`src/rtl/fur_pkg.sv`:
```
package fur_pkg;
  localparam int DATA_BITS = 8;
  localparam int TICKS_PER_BIT = 14;
  localparam int BITS_PER_CHAR = 10;

  localparam logic [2:0] ADDR_FIFO  = 3'd0;
  localparam logic [2:0] ADDR_LEVEL = 3'd1;
  localparam logic [2:0] ADDR_STAT  = 3'd2;
  localparam logic [2:0] ADDR_CTRL  = 3'd3;
  localparam logic [2:0] ADDR_RATE  = 3'd4;

  localparam logic [31:0] CTRL_MASK = 32'h0003_00DC;

  typedef struct packed {
    logic                 brk;
    logic                 fe;
    logic [DATA_BITS-1:0] data;
  } rx_word_t;

  typedef enum logic [2:0] {
    RX_IDLE, RX_START, RX_DATA, RX_STOP, RX_HOLD
  } rx_state_e;
endpackage

```
`src/rtl/fur_rx_engine.sv`:
```
module fur_rx_engine
  import fur_pkg::*;
#(
  parameter int TPB = TICKS_PER_BIT
) (
  input  logic     clk_i,
  input  logic     rst_ni,
  input  logic     rx_i,
  input  logic     tick_i,
  output logic     push_o,
  output rx_word_t word_o,
  output logic     idle_o
);
  localparam int TW  = $clog2(TPB);
  localparam int MID = TPB / 2;
  localparam int BW  = $clog2(DATA_BITS);

  rx_state_e            state_q;
  logic [1:0]           sync_q;
  logic [TW-1:0]        tcnt_q;
  logic [BW-1:0]        bcnt_q;
  logic [1:0]           smp_q;
  logic [DATA_BITS-1:0] shreg_q;
  logic                 rx_s, vote;

  assign rx_s   = sync_q[1];
  assign vote   = (smp_q[0] & smp_q[1]) | (smp_q[0] & rx_s) | (smp_q[1] & rx_s);
  assign idle_o = (state_q == RX_IDLE);

  always_ff @(posedge clk_i or negedge rst_ni) begin
    if (!rst_ni) begin
      state_q <= RX_IDLE;
      sync_q  <= 2'b11;
      tcnt_q  <= '0;
      bcnt_q  <= '0;
      smp_q   <= 2'b11;
      shreg_q <= '0;
      push_o  <= 1'b0;
      word_o  <= '0;
    end else begin
      push_o <= 1'b0;
      sync_q <= {sync_q[0], rx_i};
      if (tick_i) begin
        unique case (state_q)
          RX_IDLE: if (!rx_s) begin
            state_q <= RX_START;
            tcnt_q  <= TW'(1);
          end
          RX_HOLD: if (rx_s) state_q <= RX_IDLE;
          default: begin
            if (tcnt_q == TW'(MID - 1)) smp_q[0] <= rx_s;
            if (tcnt_q == TW'(MID))     smp_q[1] <= rx_s;
            if (tcnt_q == TW'(MID + 1)) begin
              unique case (state_q)
                RX_START: if (vote) state_q <= RX_IDLE;
                RX_DATA:  shreg_q <= {vote, shreg_q[DATA_BITS-1:1]};
                RX_STOP: begin
                  push_o <= 1'b1;
                  if (vote) begin
                    word_o  <= '{brk: 1'b0, fe: 1'b0, data: shreg_q};
                    state_q <= RX_IDLE;
                  end else if (shreg_q == '0) begin
                    word_o  <= '{brk: 1'b1, fe: 1'b0, data: '0};
                    state_q <= RX_HOLD;
                  end else begin
                    word_o  <= '{brk: 1'b0, fe: 1'b1, data: shreg_q};
                    state_q <= RX_HOLD;
                  end
                end
                default: ;
              endcase
            end
            if (tcnt_q == TW'(TPB - 1)) begin
              tcnt_q <= '0;
              if (state_q == RX_START) begin
                state_q <= RX_DATA;
                bcnt_q  <= '0;
              end else if (state_q == RX_DATA) begin
                if (bcnt_q == BW'(DATA_BITS - 1)) state_q <= RX_STOP;
                else bcnt_q <= bcnt_q + 1'b1;
              end
            end else begin
              tcnt_q <= tcnt_q + 1'b1;
            end
          end
        endcase
      end
    end
  end

  AST_PUSH_SPACING: assert property (@(posedge clk_i) disable iff (!rst_ni)
    push_o |=> !push_o);
  AST_BRK_WAITS_HIGH: assert property (@(posedge clk_i) disable iff (!rst_ni)
    (push_o && word_o.brk) |-> (state_q == RX_HOLD));
endmodule

```
`src/rtl/fur_fifo.sv`:
```
module fur_fifo #(
  parameter int DEPTH = 64,
  parameter int WIDTH = 10,
  localparam int AW = $clog2(DEPTH),
  localparam int CW = AW + 1
) (
  input  logic             clk_i,
  input  logic             rst_ni,
  input  logic             push_i,
  input  logic             pop_i,
  input  logic [WIDTH-1:0] din_i,
  output logic [WIDTH-1:0] dout_o,
  output logic [CW-1:0]    count_o,
  output logic             full_o,
  output logic             empty_o
);
  logic [WIDTH-1:0] mem_q [DEPTH];
  logic [AW-1:0]    wp_q, rp_q;
  logic             do_push, do_pop;

  assign full_o  = (count_o == CW'(DEPTH));
  assign empty_o = (count_o == '0);
  assign do_push = push_i && !full_o;
  assign do_pop  = pop_i && !empty_o;
  assign dout_o  = mem_q[rp_q];

  always_ff @(posedge clk_i) begin
    if (do_push) mem_q[wp_q] <= din_i;
  end

  always_ff @(posedge clk_i or negedge rst_ni) begin
    if (!rst_ni) begin
      wp_q    <= '0;
      rp_q    <= '0;
      count_o <= '0;
    end else begin
      if (do_push) wp_q <= (wp_q == AW'(DEPTH - 1)) ? '0 : wp_q + 1'b1;
      if (do_pop)  rp_q <= (rp_q == AW'(DEPTH - 1)) ? '0 : rp_q + 1'b1;
      unique case ({do_push, do_pop})
        2'b10:   count_o <= count_o + 1'b1;
        2'b01:   count_o <= count_o - 1'b1;
        default: ;
      endcase
    end
  end

  AST_NO_OVERFLOW: assert property (@(posedge clk_i) disable iff (!rst_ni)
    (full_o && push_i && !pop_i) |=> (count_o == CW'(DEPTH)));
  AST_COUNT_BOUND: assert property (@(posedge clk_i) disable iff (!rst_ni)
    count_o <= CW'(DEPTH));
  AST_EMPTY_POP: assert property (@(posedge clk_i) disable iff (!rst_ni)
    (empty_o && pop_i && !push_i) |=> empty_o);
endmodule

```
`src/rtl/fur_timeout.sv`:
```
module fur_timeout
  import fur_pkg::*;
#(
  parameter int TPB = TICKS_PER_BIT,
  parameter int BPC = BITS_PER_CHAR,
  localparam int CHAR_TICKS = TPB * BPC,
  localparam int MAX_TICKS = 16 * CHAR_TICKS,
  localparam int CW = $clog2(MAX_TICKS + 1)
) (
  input  logic       clk_i,
  input  logic       rst_ni,
  input  logic       tick_i,
  input  logic [1:0] sel_i,
  input  logic       pending_i,
  input  logic       idle_i,
  input  logic       clr_i,
  output logic       to_o
);
  logic [CW-1:0] cnt_q, limit;

  always_comb begin
    unique case (sel_i)
      2'd1:    limit = CW'(4 * CHAR_TICKS);
      2'd2:    limit = CW'(8 * CHAR_TICKS);
      default: limit = CW'(16 * CHAR_TICKS);
    endcase
  end

  always_ff @(posedge clk_i or negedge rst_ni) begin
    if (!rst_ni) begin
      cnt_q <= '0;
      to_o  <= 1'b0;
    end else if (sel_i == 2'd0 || !pending_i || clr_i) begin
      cnt_q <= '0;
      to_o  <= 1'b0;
    end else if (!idle_i) begin
      cnt_q <= '0;
    end else if (tick_i && !to_o) begin
      if (cnt_q == limit - 1'b1) to_o <= 1'b1;
      else cnt_q <= cnt_q + 1'b1;
    end
  end

  AST_TO_NEEDS_DATA: assert property (@(posedge clk_i) disable iff (!rst_ni)
    $rose(to_o) |-> $past(pending_i));
  AST_TO_CLEAR: assert property (@(posedge clk_i) disable iff (!rst_ni)
    clr_i |=> !to_o);
endmodule

```
`src/rtl/fast_uart_rx.sv`:
```
module fast_uart_rx
  import fur_pkg::*;
#(
  parameter int DEPTH = 64,
  parameter int TPB = TICKS_PER_BIT,
  localparam int WW = $bits(rx_word_t),
  localparam int CW = $clog2(DEPTH) + 1
) (
  input  logic        clk_i,
  input  logic        rst_ni,
  input  logic        rx_i,
  input  logic [2:0]  addr_i,
  input  logic        wr_en_i,
  input  logic        rd_en_i,
  input  logic [31:0] wdata_i,
  output logic [31:0] rdata_o,
  output logic        irq_o
);
  logic [7:0]  rate_q, pcnt_q;
  logic [31:0] ctrl_q;
  logic        st_fe_q, st_brk_q, st_ovr_q;
  logic        tick, eng_push, eng_idle, pop, trig, to_flag;
  rx_word_t    eng_word, head;
  logic [WW-1:0] head_raw;
  logic [CW-1:0] count;
  logic        full, empty;
  logic [6:0]  thr;
  logic [5:0]  status;

  assign tick = (pcnt_q >= rate_q);
  always_ff @(posedge clk_i or negedge rst_ni) begin
    if (!rst_ni) pcnt_q <= '0;
    else pcnt_q <= tick ? '0 : pcnt_q + 1'b1;
  end

  fur_rx_engine #(.TPB(TPB)) u_engine (
    .clk_i, .rst_ni, .rx_i, .tick_i(tick),
    .push_o(eng_push), .word_o(eng_word), .idle_o(eng_idle)
  );

  assign pop = rd_en_i && (addr_i == ADDR_FIFO) && !empty;

  fur_fifo #(.DEPTH(DEPTH), .WIDTH(WW)) u_fifo (
    .clk_i, .rst_ni, .push_i(eng_push), .pop_i(pop), .din_i(eng_word),
    .dout_o(head_raw), .count_o(count), .full_o(full), .empty_o(empty)
  );
  assign head = rx_word_t'(head_raw);

  fur_timeout #(.TPB(TPB)) u_timeout (
    .clk_i, .rst_ni, .tick_i(tick), .sel_i(ctrl_q[17:16]),
    .pending_i(!empty), .idle_i(eng_idle), .clr_i(eng_push || pop),
    .to_o(to_flag)
  );

  always_comb begin
    unique case (ctrl_q[4:2])
      3'd0:    thr = 7'd1;
      3'd1:    thr = 7'd4;
      3'd2:    thr = 7'd8;
      3'd3:    thr = 7'd16;
      3'd4:    thr = 7'd32;
      default: thr = 7'd48;
    endcase
  end
  assign trig   = (7'(count) >= thr);
  assign status = {st_ovr_q, st_brk_q, st_fe_q, to_flag, trig, 1'b0};
  assign irq_o  = (ctrl_q[6] && (trig || to_flag)) ||
                  (ctrl_q[7] && (st_fe_q || st_brk_q || st_ovr_q));

  always_ff @(posedge clk_i or negedge rst_ni) begin
    if (!rst_ni) begin
      rate_q   <= 8'hFF;
      ctrl_q   <= '0;
      st_fe_q  <= 1'b0;
      st_brk_q <= 1'b0;
      st_ovr_q <= 1'b0;
    end else begin
      if (wr_en_i && addr_i == ADDR_RATE) rate_q <= wdata_i[7:0];
      if (wr_en_i && addr_i == ADDR_CTRL) ctrl_q <= wdata_i & CTRL_MASK;
      if (wr_en_i && addr_i == ADDR_STAT) begin
        if (wdata_i[3]) st_fe_q  <= 1'b0;
        if (wdata_i[4]) st_brk_q <= 1'b0;
        if (wdata_i[5]) st_ovr_q <= 1'b0;
      end
      if (eng_push && eng_word.fe)  st_fe_q  <= 1'b1;
      if (eng_push && eng_word.brk) st_brk_q <= 1'b1;
      if (eng_push && full)         st_ovr_q <= 1'b1;
    end
  end

  always_comb begin
    unique case (addr_i)
      ADDR_FIFO:  rdata_o = empty ? 32'h100 : {21'd0, head.brk, head.fe, 1'b0, head.data};
      ADDR_LEVEL: rdata_o = 32'(count);
      ADDR_STAT:  rdata_o = {26'd0, status};
      ADDR_CTRL:  rdata_o = ctrl_q;
      ADDR_RATE:  rdata_o = {24'd0, rate_q};
      default:    rdata_o = '0;
    endcase
  end

  AST_OVR_LATCH: assert property (@(posedge clk_i) disable iff (!rst_ni)
    (eng_push && full) |=> st_ovr_q);
  AST_W1C_FE: assert property (@(posedge clk_i) disable iff (!rst_ni)
    (wr_en_i && addr_i == ADDR_STAT && wdata_i[3] && !(eng_push && eng_word.fe)) |=> !st_fe_q);
  AST_FE_STICKY: assert property (@(posedge clk_i) disable iff (!rst_ni)
    (st_fe_q && !(wr_en_i && addr_i == ADDR_STAT)) |=> st_fe_q);
  AST_LEVEL_BOUND: assert property (@(posedge clk_i) disable iff (!rst_ni)
    (addr_i == ADDR_LEVEL) |-> (rdata_o <= 32'(DEPTH)));
endmodule

```
`config.mk`:
```
export PLATFORM = sky130hd
export DESIGN_NAME = fast_uart_rx
export DESIGN_NICKNAME = d
export VERILOG_FILES = /design/src/rtl/fur_pkg.sv /design/src/rtl/fur_rx_engine.sv /design/src/rtl/fur_fifo.sv /design/src/rtl/fur_timeout.sv /design/src/rtl/fast_uart_rx.sv
export SDC_FILE = /design/constraint.sdc
export NUM_CORES = 1
export LEC_CHECK = 0
export ABC_AREA = 1
export BUFFER_PORTS_ARGS = -buffer_cell sky130_fd_sc_hd__clkbuf_2
export CAP_MARGIN = 30
export CORE_ASPECT_RATIO = 0.8
export CORE_MARGIN = 2
export CORE_UTILIZATION = 50
export CTS_BUF_LIST = sky130_fd_sc_hd__clkbuf_2
export DETAILED_ROUTE_END_ITERATION = 12
export GPL_ROUTABILITY_DRIVEN = 0
export PLACE_DENSITY_LB_ADDON = 0.05
export SLEW_MARGIN = 0
export SYNTH_ARGS = -nofsm -noshare
export SYNTH_HDL_FRONTEND = slang
export SYNTH_SLANG_ARGS = --single-unit
```
`constraint.sdc`:
```
create_clock -name clk_i -period 2.5 [get_ports clk_i]
set_clock_uncertainty 0.1 [all_clocks]
set_input_delay 0.5 -clock clk_i [delete_from_list [all_inputs] [get_ports clk_i]]
set_output_delay 0.5 -clock clk_i [all_outputs]
set_load 0.02 [all_outputs]
```
# == Word level (Yosys, flattened, before mapping) ==
# Memory sizes are Yosys's and may differ from the RTL's.
# Index checks and enable logic that the tools add are counted.
# Widths: inputs -> output; s select.
# word_totals
reg_bits,91
ram_bits,640
wordCells,174
memories,1
# classes
add_sub_neg,9
order_cmp,2
eq_ne,30
mux,50
n_bitwise,7
n_reduce_logical,53
# memory_table
memory,depth,word_bits,rd,rd_clocked_by_memory_dff,write_ports,line,rtl
u_fifo.mem_q,64,10,1,0,1,fur_fifo.sv:17,logic [WIDTH-1:0] mem_q [DEPTH];
# op_table
cell,count
$pmux 18 s5,1
$mux 12,4
$mux 3,12
$pmux 6 s5,1
$pmux 12 s2,1
$reduce_bool 2->1,11
$mux 10,2
$mux 1,19
$eq 3x2->1 const B,6
$reduce_and 3->1,5
$pmux 7 s2,1
$logic_and 1x1->1,13
$add 12x1->12 const B,1
$add 6x1->6 const B,2
$eq 12x12->1,1
$eq 3x3->1 const B,4
$eq 6x6->1 const B,2
$mux 6,2
$pmux 3 s2,2
$sub 12x1->12 const B,1
$mux 11,1
$eq 3x1->1 const B,3
$logic_not 3->1,3
$add 8x1->8 const B,1
other kinds (29),52

# == Logic depth before layout (Yosys ltp) ==
# Gate-level depths: netlist of the first run.
# logic_depth
word_depth,11
mapped_depth,20

# == Modules after synthesis ==
# Synthesis of the first run repeated with hierarchy kept, for this count alone.
# hier_totals
hier_cells,3323
hier_area_um2,33041.7
# by_module_without_submodules
mod,instances,cells_each,area_per_inst_um2,seq_area_each_um2
fur_fifo,1,2718,28354.7,19693.9
fast_uart_rx,1,254,1983.2,660.6
fur_rx_engine,1,179,1585.3,830.8
fur_timeout,1,172,1118.6,325.3

# == Worst setup path after synthesis of the first run ==
# OpenSTA, ideal clock, no wires.
# synth_timing
kind,input port to flip-flop
start,input port addr_i[1]
end,register u_fifo.count_o[6]
setup_time_ps,127
arrival_time_ps,2483
t_required_ps,2273
path_slack_ps,-211
stages,19
n_path_buf,0
path_cell_list,nor2_1 nand2_1 inv_1 nand2_1 inv_2 nand2_1 inv_2 ha_1 inv_1 fa_1 inv_1 nand3_1 nand2_1 nand2_1 nand2_1 a21oi_1 xor2_1 nand2_1 o21ai_0
# synth_between
elab_chain_cells,6
# synth_lines
item,line,rtl
from (decl),fast_uart_rx.sv:12,"input logic [2:0] addr_i,"
$logic_not 3->1 (*),fast_uart_rx.sv:41,assign pop = rd_en_i && (addr_i == ADDR_FIFO) && !empty;
$logic_and 1x1->1 (*) (2 in series),fast_uart_rx.sv:41,
$logic_and 1x1->1 (*),fur_fifo.sv:24,assign do_pop = pop_i && !empty_o;
via u_fifo.do_pop,fur_fifo.sv:19,"logic do_push, do_pop;"
$eq 2x1->1 / $eq 2x2->1 (equally long branches),fur_fifo.sv:39,"unique case ({do_push, do_pop})"
$pmux 7 s2 / $reduce_bool 2->1 (equally long branches),n/a,
to (signal assigned),fur_fifo.sv:40,2'b10: count_o <= count_o + 1'b1;
to (signal assigned),fur_fifo.sv:41,2'b01: count_o <= count_o - 1'b1;
to (decl),fur_fifo.sv:13,"output logic [CW-1:0] count_o,"
# Mark *: on every way through the listed nets, which the timed path passes. The rest lies on a longest branch.
# A chain may end at the register's enable or synchronous reset.

# == Worst setup path after layout of the first run ==
# layout_timing
start,register u_fifo.rp_q[0]
end,output port rdata_o[6]
# layout_between
elab_chain_cells,3
# layout_lines
item,line,rtl
from (decl),fur_fifo.sv:18,"logic [AW-1:0] wp_q, rp_q;"
from (signal assigned),fur_fifo.sv:38,if (do_pop) rp_q <= (rp_q == AW'(DEPTH - 1)) ? '0 : rp_q + 1'b1;
$mem_v2 64x10,n/a,
$mux 11,fast_uart_rx.sv:93,"ADDR_FIFO: rdata_o = empty ? 32'h100 : {21'd0, head.brk, head.fe, 1'b0, head.data};"
$pmux 18 s5,fast_uart_rx.sv:92,unique case (addr_i)
to (decl),fast_uart_rx.sv:16,"output logic [31:0] rdata_o,"
# Every way passes these cells.

==> results.sh, run 1 <==
export IMPL_status="finished, violations left"
export IMPL_violations="negative hold slack, negative setup slack"
export IMPL_root_buffer="clkbuf_2"
export IMPL_finalPower_mw=35.47
export IMPL_highest_layer="met4"
export IMPL_met3_length_mm=6.300
export IMPL_cpMostUsedCell="nand2_1"
export IMPL_num_vias=23781
export IMPL_slew_headroom=0.3828
export IMPL_netlist_area_leader_share=0.5943
export IMPL_syn_inst=3132
export IMPL_seq_area_frac_synth=0.6651
export IMPL_fin_cells=4507
export IMPL_postLayoutCoreUtil=0.5978
export IMPL_cp_slowest_cell="dfrtp_4"
export IMPL_rsz0062_at_grt="true"
export IMPL_start_util=0.5047
export IMPL_wirelength_mm=87.16
export IMPL_final_common_cell="nand2_1"
export IMPL_wl_per_cell_um=19.34
export IMPL_area_growth_syn_to_layout_pct=18.44
export IMPL_design_area_um2=38300
export IMPL_first_global_vias=22844
export IMPL_drt_iter0_markers=2162
export IMPL_hold_viol_final=1
export IMPL_max_clock_path_buffers=3
export IMPL_grt_total_usage=0.2634
export IMPL_worst_ir_drop_vdd_uv=466.4
export IMPL_ant_nets=0
export IMPL_syn_area_um2=32340
export IMPL_htreeDepth=4
export IMPL_clk_pin_slew_ns=0.12
export IMPL_die_height_um=231.5
export IMPL_drt_vias_per_instance=5.276
export IMPL_power_switching_mw=13.63
export IMPL_reg2reg_slack_ns=-0.19
export IMPL_timing_setup_tns_ns=-19.11
export IMPL_die_area_um2=66740
export IMPL_num_rows=83
export IMPL_synthArstFlopShare=0.1245
export IMPL_firstDrtPassIters=8
export IMPL_fin_crit_ns=4.185
export IMPL_clock_sinks=731
export IMPL_timing_final_ws_setup_ns=-1.685
export IMPL_holdWs_ns=-0.001736
export IMPL_postSynthAreaPerCell_um2=10.33
export IMPL_crit_fanout=22
export IMPL_place_area_um2=35110
export IMPL_p_clk_frac=0.228
export IMPL_hold_class="in2reg"
export IMPL_worstPathRequired_ns=1.90
export IMPL_yosys_top_cells_area="edfxtp_1 (59%), nand2_1 (9.3%), dfrtp_1 (6.1%), nor2_1 (4.9%), nand3_1 (4.2%)"
export IMPL_worst_pin_slew_ns=0.9258
export IMPL_sequentialPowerShare=0.384
export IMPL_dp_cells=4119
export IMPL_maxCapViolations=0
export IMPL_cts_buffers=177
export IMPL_synthFlopType="edfxtp_1"
export IMPL_hpwl_mm=54.83
export IMPL_finalCritPeriodShare=1.674
export IMPL_crit_type="reg2out"
export IMPL_internal_power_mw=21.84
export IMPL_core_area_um2=64080
export IMPL_antenna_found_initial=2
export IMPL_route_met2_wl_mm=39.10
export IMPL_nNetsFinal=3592
export IMPL_gr_total_overflow=0
export IMPL_path_cells="clkinv_8 > buf_16 > buf_12 > nor2_1 > nor2_1 > o21ai_0 > a21oi_1 > nor2_4 > nand2_1 > nand2_1 > nand2_1 > nand2_1 > nand2_1 > buf_2"
export IMPL_leakage_nw=15.16
export IMPL_cp_slowest_stage_delay_ns=0.55
export IMPL_synth_top_area_cell="edfxtp_1"
export IMPL_yosys_warnings=0
export IMPL_synth_edff_count=640
export IMPL_p_per_area_nw_per_um2=926.1
export IMPL_drv_slew=0
export IMPL_drive_above_1_share=0.2130
export IMPL_post_route_drc_count=0
export IMPL_die_w_um=288.3
export IMPL_cts_tree="done"
export IMPL_ys_ff_latch=731
export IMPL_synth_cell_types=48
export IMPL_clkLatencyLatePin_ns=1.42
export IMPL_port_buffers=31
export IMPL_ios=73
export IMPL_final_cell_mix="nand2_1 (786), edfxtp_1 (640), nor2_1 (365)"
export IMPL_wl_met1_mm=39.97
export IMPL_cp_arrival_ns=3.58
export IMPL_cp_end_kind="output pin"
export IMPL_timing_fmax_mhz=239.0
export IMPL_switching_share=0.3844
export IMPL_setup_viol=16
export IMPL_grt_pass1_wl_mm=132.5
export IMPL_power_frac_comb=0.389
export IMPL_critPathLaunchType="flop"
export IMPL_holdPathStages=12
export IMPL_r2r_cells=19
export IMPL_grt_max_degree=61
## what timing repair did
| action | CTS | global route |
|---|---|---|
| endpoints found under the hold margin | 136 | 1 |
| buffers inserted | 18 | 11 |
| gates resized for setup | 148 | 71 |
| pin swaps | 27 | 26 |
| setup endpoints to repair | 398 | 126 |
| cloned | 1 | 3 |
| hold buffers | 43 | 2 |
## critical path: cells and delay by family, from the launching register on
family,cells,cell delay (ns)
flops,1,0.55
buf+inv,4,0.68
compound gates,2,0.32
simple gates,8,0.62
## path summary, 6_finish.rpt
kind,endpoint,start
min in group asynchronous,pcnt_q[0],rst_ni
max in group asynchronous,u_fifo.rp_q[0],rst_ni
setup / recovery,rdata_o[6],u_fifo.rp_q[0]
hold reg to reg,u_engine.sync_q[1],u_engine.sync_q[0]
hold / removal,u_fifo.count_o[1],addr_i[2]
setup reg to reg,u_fifo.count_o[5],u_fifo.count_o[1]
## logic make-up (layout without fill, tap and decap cells)
| family | after synthesis | in the layout | share of synthesized area |
|---|---|---|---|
| and+or+nand+nor | 1561 | 1561 | 0.1965 |
| DFF | 731 | 731 | 0.6651 |
| buffers and inverters | 459 | 961 | 0.06682 |
| AOI/OAI and AO/OA | 333 | 333 | 0.05482 |
| adders and majority gates | 31 | 31 | 0.01223 |
| xor gates and xnor gates | 15 | 15 | 0.004062 |
| other | 1 | 24 | 0.0001160 |
| muxes | 1 | 1 | 0.0003482 |
## routing by layer
layer  up-vias  track usage
met5         -            0
met4         0      0.09100
met3       127      0.04675
met2       874       0.3953
met1     11436       0.3874
li1      11344            -
## layout make-up
type	instances	area, um^2
Sequential cell	731	21530
Clock inverter	44	327.8
Antenna cell	5	12.51
Fill cell	5377	25770
Clock buffer	266	1331
Inverter	299	1147
Tap cell	850	1064
Timing Repair Buffer	352	3500
Multi-Input combinational cell	1960	9389
## Yosys cell counts (all sizes together), types with 3 or more instances
cell,number
nand2,804
edfxtp,640
nor2,425
inv,296
nand3,273
o21ai,238
buf,137
dfrtp,79
a21oi,47
ha,30
clkbuf,23
o211ai,21
nor3,20
nand4,14
o22ai,13
dfstp,12
or2,12
xor2,11
nor4,6
xnor2,4
a21o,3
a221oi,3
clkinv,3
nor3b,3
o21a,3
## sequential cells by signal, summed over array words and instances, names as in the netlist, 4 cells and up
| signal | cells |
|---|---|
| u_engine.tcnt_q | 4 |
| u_fifo.count_o | 7 |
| u_fifo.rp_q | 6 |
| u_engine.shreg_q | 8 |
| pcnt_q | 8 |
| ctrl_q | 7 |
| rate_q | 8 |
| u_engine.word_o | 10 |
| u_fifo.wp_q | 6 |
| u_fifo.mem_q | 640 |
| u_timeout.cnt_q | 12 |
## stage by stage
step	hold slack, ns	setup WS (ns)
after floorplan	0.1044	0.004025
after global placement	0.2482	-0.5860
after detailed placement	0.2531	-0.3866
after CTS	0.04763	-1.783
after global routing	0.04936	-1.828
final	-0.001736	-1.685
## power groups by stage
stage / Combinational (mW) / Sequential, mW / Clock (mW)
3_3_place_gp: 12.5 / 13.9 / 0
6_report: 13.8 / 13.6 / 8.08
5_1_grt: 15.1 / 13.6 / 8.87
2_1_floorplan: 7.74 / 13.8 / 0
4_1_cts: 13.2 / 13.6 / 8.30
3_5_place_dp: 12.6 / 13.9 / 0
(Power assumes the default switching activity.)
==> run 2, diff against run 1 <==
--- a/config.mk
+++ b/config.mk
@@ -8,9 +8,11 @@
 export ABC_AREA = 1
 export BUFFER_PORTS_ARGS = -buffer_cell sky130_fd_sc_hd__clkbuf_2
 export CAP_MARGIN = 30
+export CELL_PAD_IN_SITES_DETAIL_PLACEMENT = 0
+export CELL_PAD_IN_SITES_GLOBAL_PLACEMENT = 1
 export CORE_ASPECT_RATIO = 0.8
 export CORE_MARGIN = 2
-export CORE_UTILIZATION = 50
+export CORE_UTILIZATION = 47
 export CTS_BUF_LIST = sky130_fd_sc_hd__clkbuf_2
 export DETAILED_ROUTE_END_ITERATION = 12
 export GPL_ROUTABILITY_DRIVEN = 0
==> run 2 against run 1 <==
Compared with the run above: die area is 6.3% higher; combinational power increased by 30%; register-to-register slack worse by 0.54 ns; sequential power is essentially flat; setup slack worse by 0.040 ns; final cell count up 3.7%; first-iteration DRC count shrank 4.8%; power up 12%; sequential cell count is the same; the flow finishes with violations (negative setup slack); via count increased by 2.1%.
==> results.sh, run 2 (synthesis results as in run 1) <==
export IMPL_status="finished, violations left"
export IMPL_violations="negative setup slack"
export IMPL_cts_buffers=181
export IMPL_hold_viol_final=0
export IMPL_clkLatencyLatePin_ns=1.51
export IMPL_timing_final_ws_setup_ns=-1.725
export IMPL_crit_fanout=8
export IMPL_hold_class="in2reg"
export IMPL_clk_pin_slew_ns=0.11
export IMPL_timing_fmax_mhz=236.7
export IMPL_setup_viol=20
export IMPL_nNetsFinal=3686
export IMPL_area_growth_syn_to_layout_pct=24.80
export IMPL_finalCritPeriodShare=1.690
export IMPL_min_to="u_timeout.to_o"
export IMPL_fin_crit_ns=4.225
export IMPL_p_per_area_nw_per_um2=981.5
export IMPL_grt_max_degree=66
export IMPL_maxCapViolations=0
export IMPL_drive_above_1_share=0.2647
export IMPL_die_area_um2=70940
export IMPL_port_buffers=31
export IMPL_holdPathStages=6
export IMPL_gr_total_overflow=0
export IMPL_firstDrtPassIters=5
export IMPL_first_global_vias=23437
export IMPL_die_height_um=238.6
export IMPL_clock_sinks=731
export IMPL_use_met3=0.06316
export IMPL_largest_reg_flops=640
export IMPL_num_rows=85
export IMPL_worst_pin_slew_ns=1.010
export IMPL_cp_arrival_ns=3.62
export IMPL_top_usage_layer="met1"
export IMPL_max_clock_path_buffers=3
export IMPL_dpl_worst_slack_ns=-0.6712
export IMPL_root_buffer="clkbuf_2"
export IMPL_worstPathRequired_ns=1.90
export IMPL_drt_iter0_markers=2058
export IMPL_reg_top3="u_fifo.mem_q x640, u_timeout.cnt_q x12, u_engine.word_o x10"
export IMPL_core_area_um2=67640
export IMPL_drt_vias_per_instance=5.195
export IMPL_gr_usage_met1=0.3875
export IMPL_cp_end_kind="output pin"
export IMPL_leakage_nw=16.04
export IMPL_cts_tree="done"
export IMPL_rsz0062_at_grt="true"
export IMPL_ios=73
export IMPL_ant_nets=0
export IMPL_crit_type="reg2out"
export IMPL_r2r_end="u_fifo.count_o[6]"
export IMPL_r2r_start="u_fifo.count_o[2]"
export IMPL_top_register="u_fifo.mem_q"
export IMPL_drv_slew=0
export IMPL_num_vias=24283
export IMPL_grt_use_met2=0.3840
export IMPL_post_route_drc_count=0
export IMPL_wirelength_mm=93.89
export IMPL_die_w_um=297.3
export IMPL_grt_total_usage=0.2634
export IMPL_r2r_cells=21
export IMPL_hpwl_mm=57.36
export IMPL_grt_pass1_wl_mm=140.0
export IMPL_slew_headroom=0.3267
export IMPL_min_from="rd_en_i"
export IMPL_final_common_cell="nand2_1"
export IMPL_antenna_found_initial=2
export IMPL_wl_per_cell_um=20.09
export IMPL_reg2reg_slack_ns=-0.73
export IMPL_timing_setup_tns_ns=-22.71
export IMPL_start_util=0.4781
export IMPL_htreeDepth=4
export IMPL_final_cell_mix="nand2_1 (722), edfxtp_1 (640), nor2_1 (380)"
export IMPL_worst_ir_drop_vdd_uv=597.9
export IMPL_critPathLaunchType="flop"
[run 2: cell types whose count changed in the layout (fill, tap and decap cells not counted), moves of 17 or more]
cell | before | now
nand2_1 | 786 | 722
nand2_2 | 16 | 74
nand3_1 | 247 | 193
buf_4 | 203 | 245
o21ai_0 | 167 | 125
nand3_2 | 26 | 67
o21ai_1 | 69 | 92
o21ai_2 | 0 | 21
buf_12 | 43 | 63
buf_8 | 1 | 18
clkinv_1 | 28 | 45
[run 2: stage by stage]
step	total power [mW]	util	instance area, um^2	hold WS [ns]	std cells
after detailed placement	27.31	0.5249	35510	0.2490	4220
after global routing	41.97	0.5967	40360	0.1493	4673
after global placement	27.18	0.5249	35510	0.2492	4220
after CTS	38.00	0.5780	39100	0.05729	4638
final	39.62	0.5967	40360	0.2401	4674
after floorplan	21.53	-	32450	0.1044	3150
[run 2: what timing repair did]
| action | CTS | global route |
|---|---|---|
| endpoints found under the setup margin | 17 | 63 |
| gates resized for setup | 198 | 278 |
| pin swaps | 61 | 159 |
| cloned | 17 | 9 |
| buffers inserted | 38 | 29 |
| hold buffers | 46 | 1 |
| endpoints found under the hold margin | 136 | 8 |
[run 2: per-layer routing]
layer | routed length [um] | vias up
met5 | 0 | -
met4 | 1855 | 0
met2 | 40830 | 831
met1 | 43830 | 11784
met3 | 7373 | 139
li1 | - | 11529
[run 2: worst max-delay path, cell delays in order (launching register included)]
cell,delay [ns]
dfrtp_4,0.49
buf_12,0.15
buf_12,0.16
clkbuf_16,0.16
or2_0,0.10
o21ai_0,0.11
a21oi_2,0.21
buf_4,0.13
nor2_1,0.05
nand2_2,0.07
nand3_4,0.08
a21oi_4,0.30
buf_8,0.16
[run 2: power by group]
part           leakage [nW]  switching [mW]  total, mW  internal, mW
Combinational          9.25            10.5       18.0          7.46
Clock                  1.23            4.92       8.03          3.12
Sequential             5.56           0.266       13.6          13.3
Total                  16.0            15.7       39.6          23.9
[run 2: area by class of cell]
cell class	count	area (um^2)
well taps	913	1142
clock buffers	261	1306
diodes	10	25.02
inverters	299	1166
repair buffers	440	4900
repair inverters	2	46.29
clock inverters	58	326.6
flip-flops and latches	731	21530
multi-input cells	1960	9918
fillers	5747	27280
[run 2: worst max-delay path by stage]
stage                      start  cells after the start                 to  slack, ns
2_1_floorplan  u_fifo.count_o[1]                     18  u_fifo.count_o[6]      0.004
3_5_place_dp      u_fifo.rp_q[0]                     14        rdata_o[10]      -0.67
5_1_grt           u_fifo.rp_q[0]                     17         rdata_o[6]      -1.92
3_3_place_gp      u_fifo.rp_q[0]                     14        rdata_o[10]      -0.68
4_1_cts           u_fifo.rp_q[1]                     14         rdata_o[9]      -1.88
6_report          u_fifo.rp_q[0]                     12        rdata_o[10]      -1.72
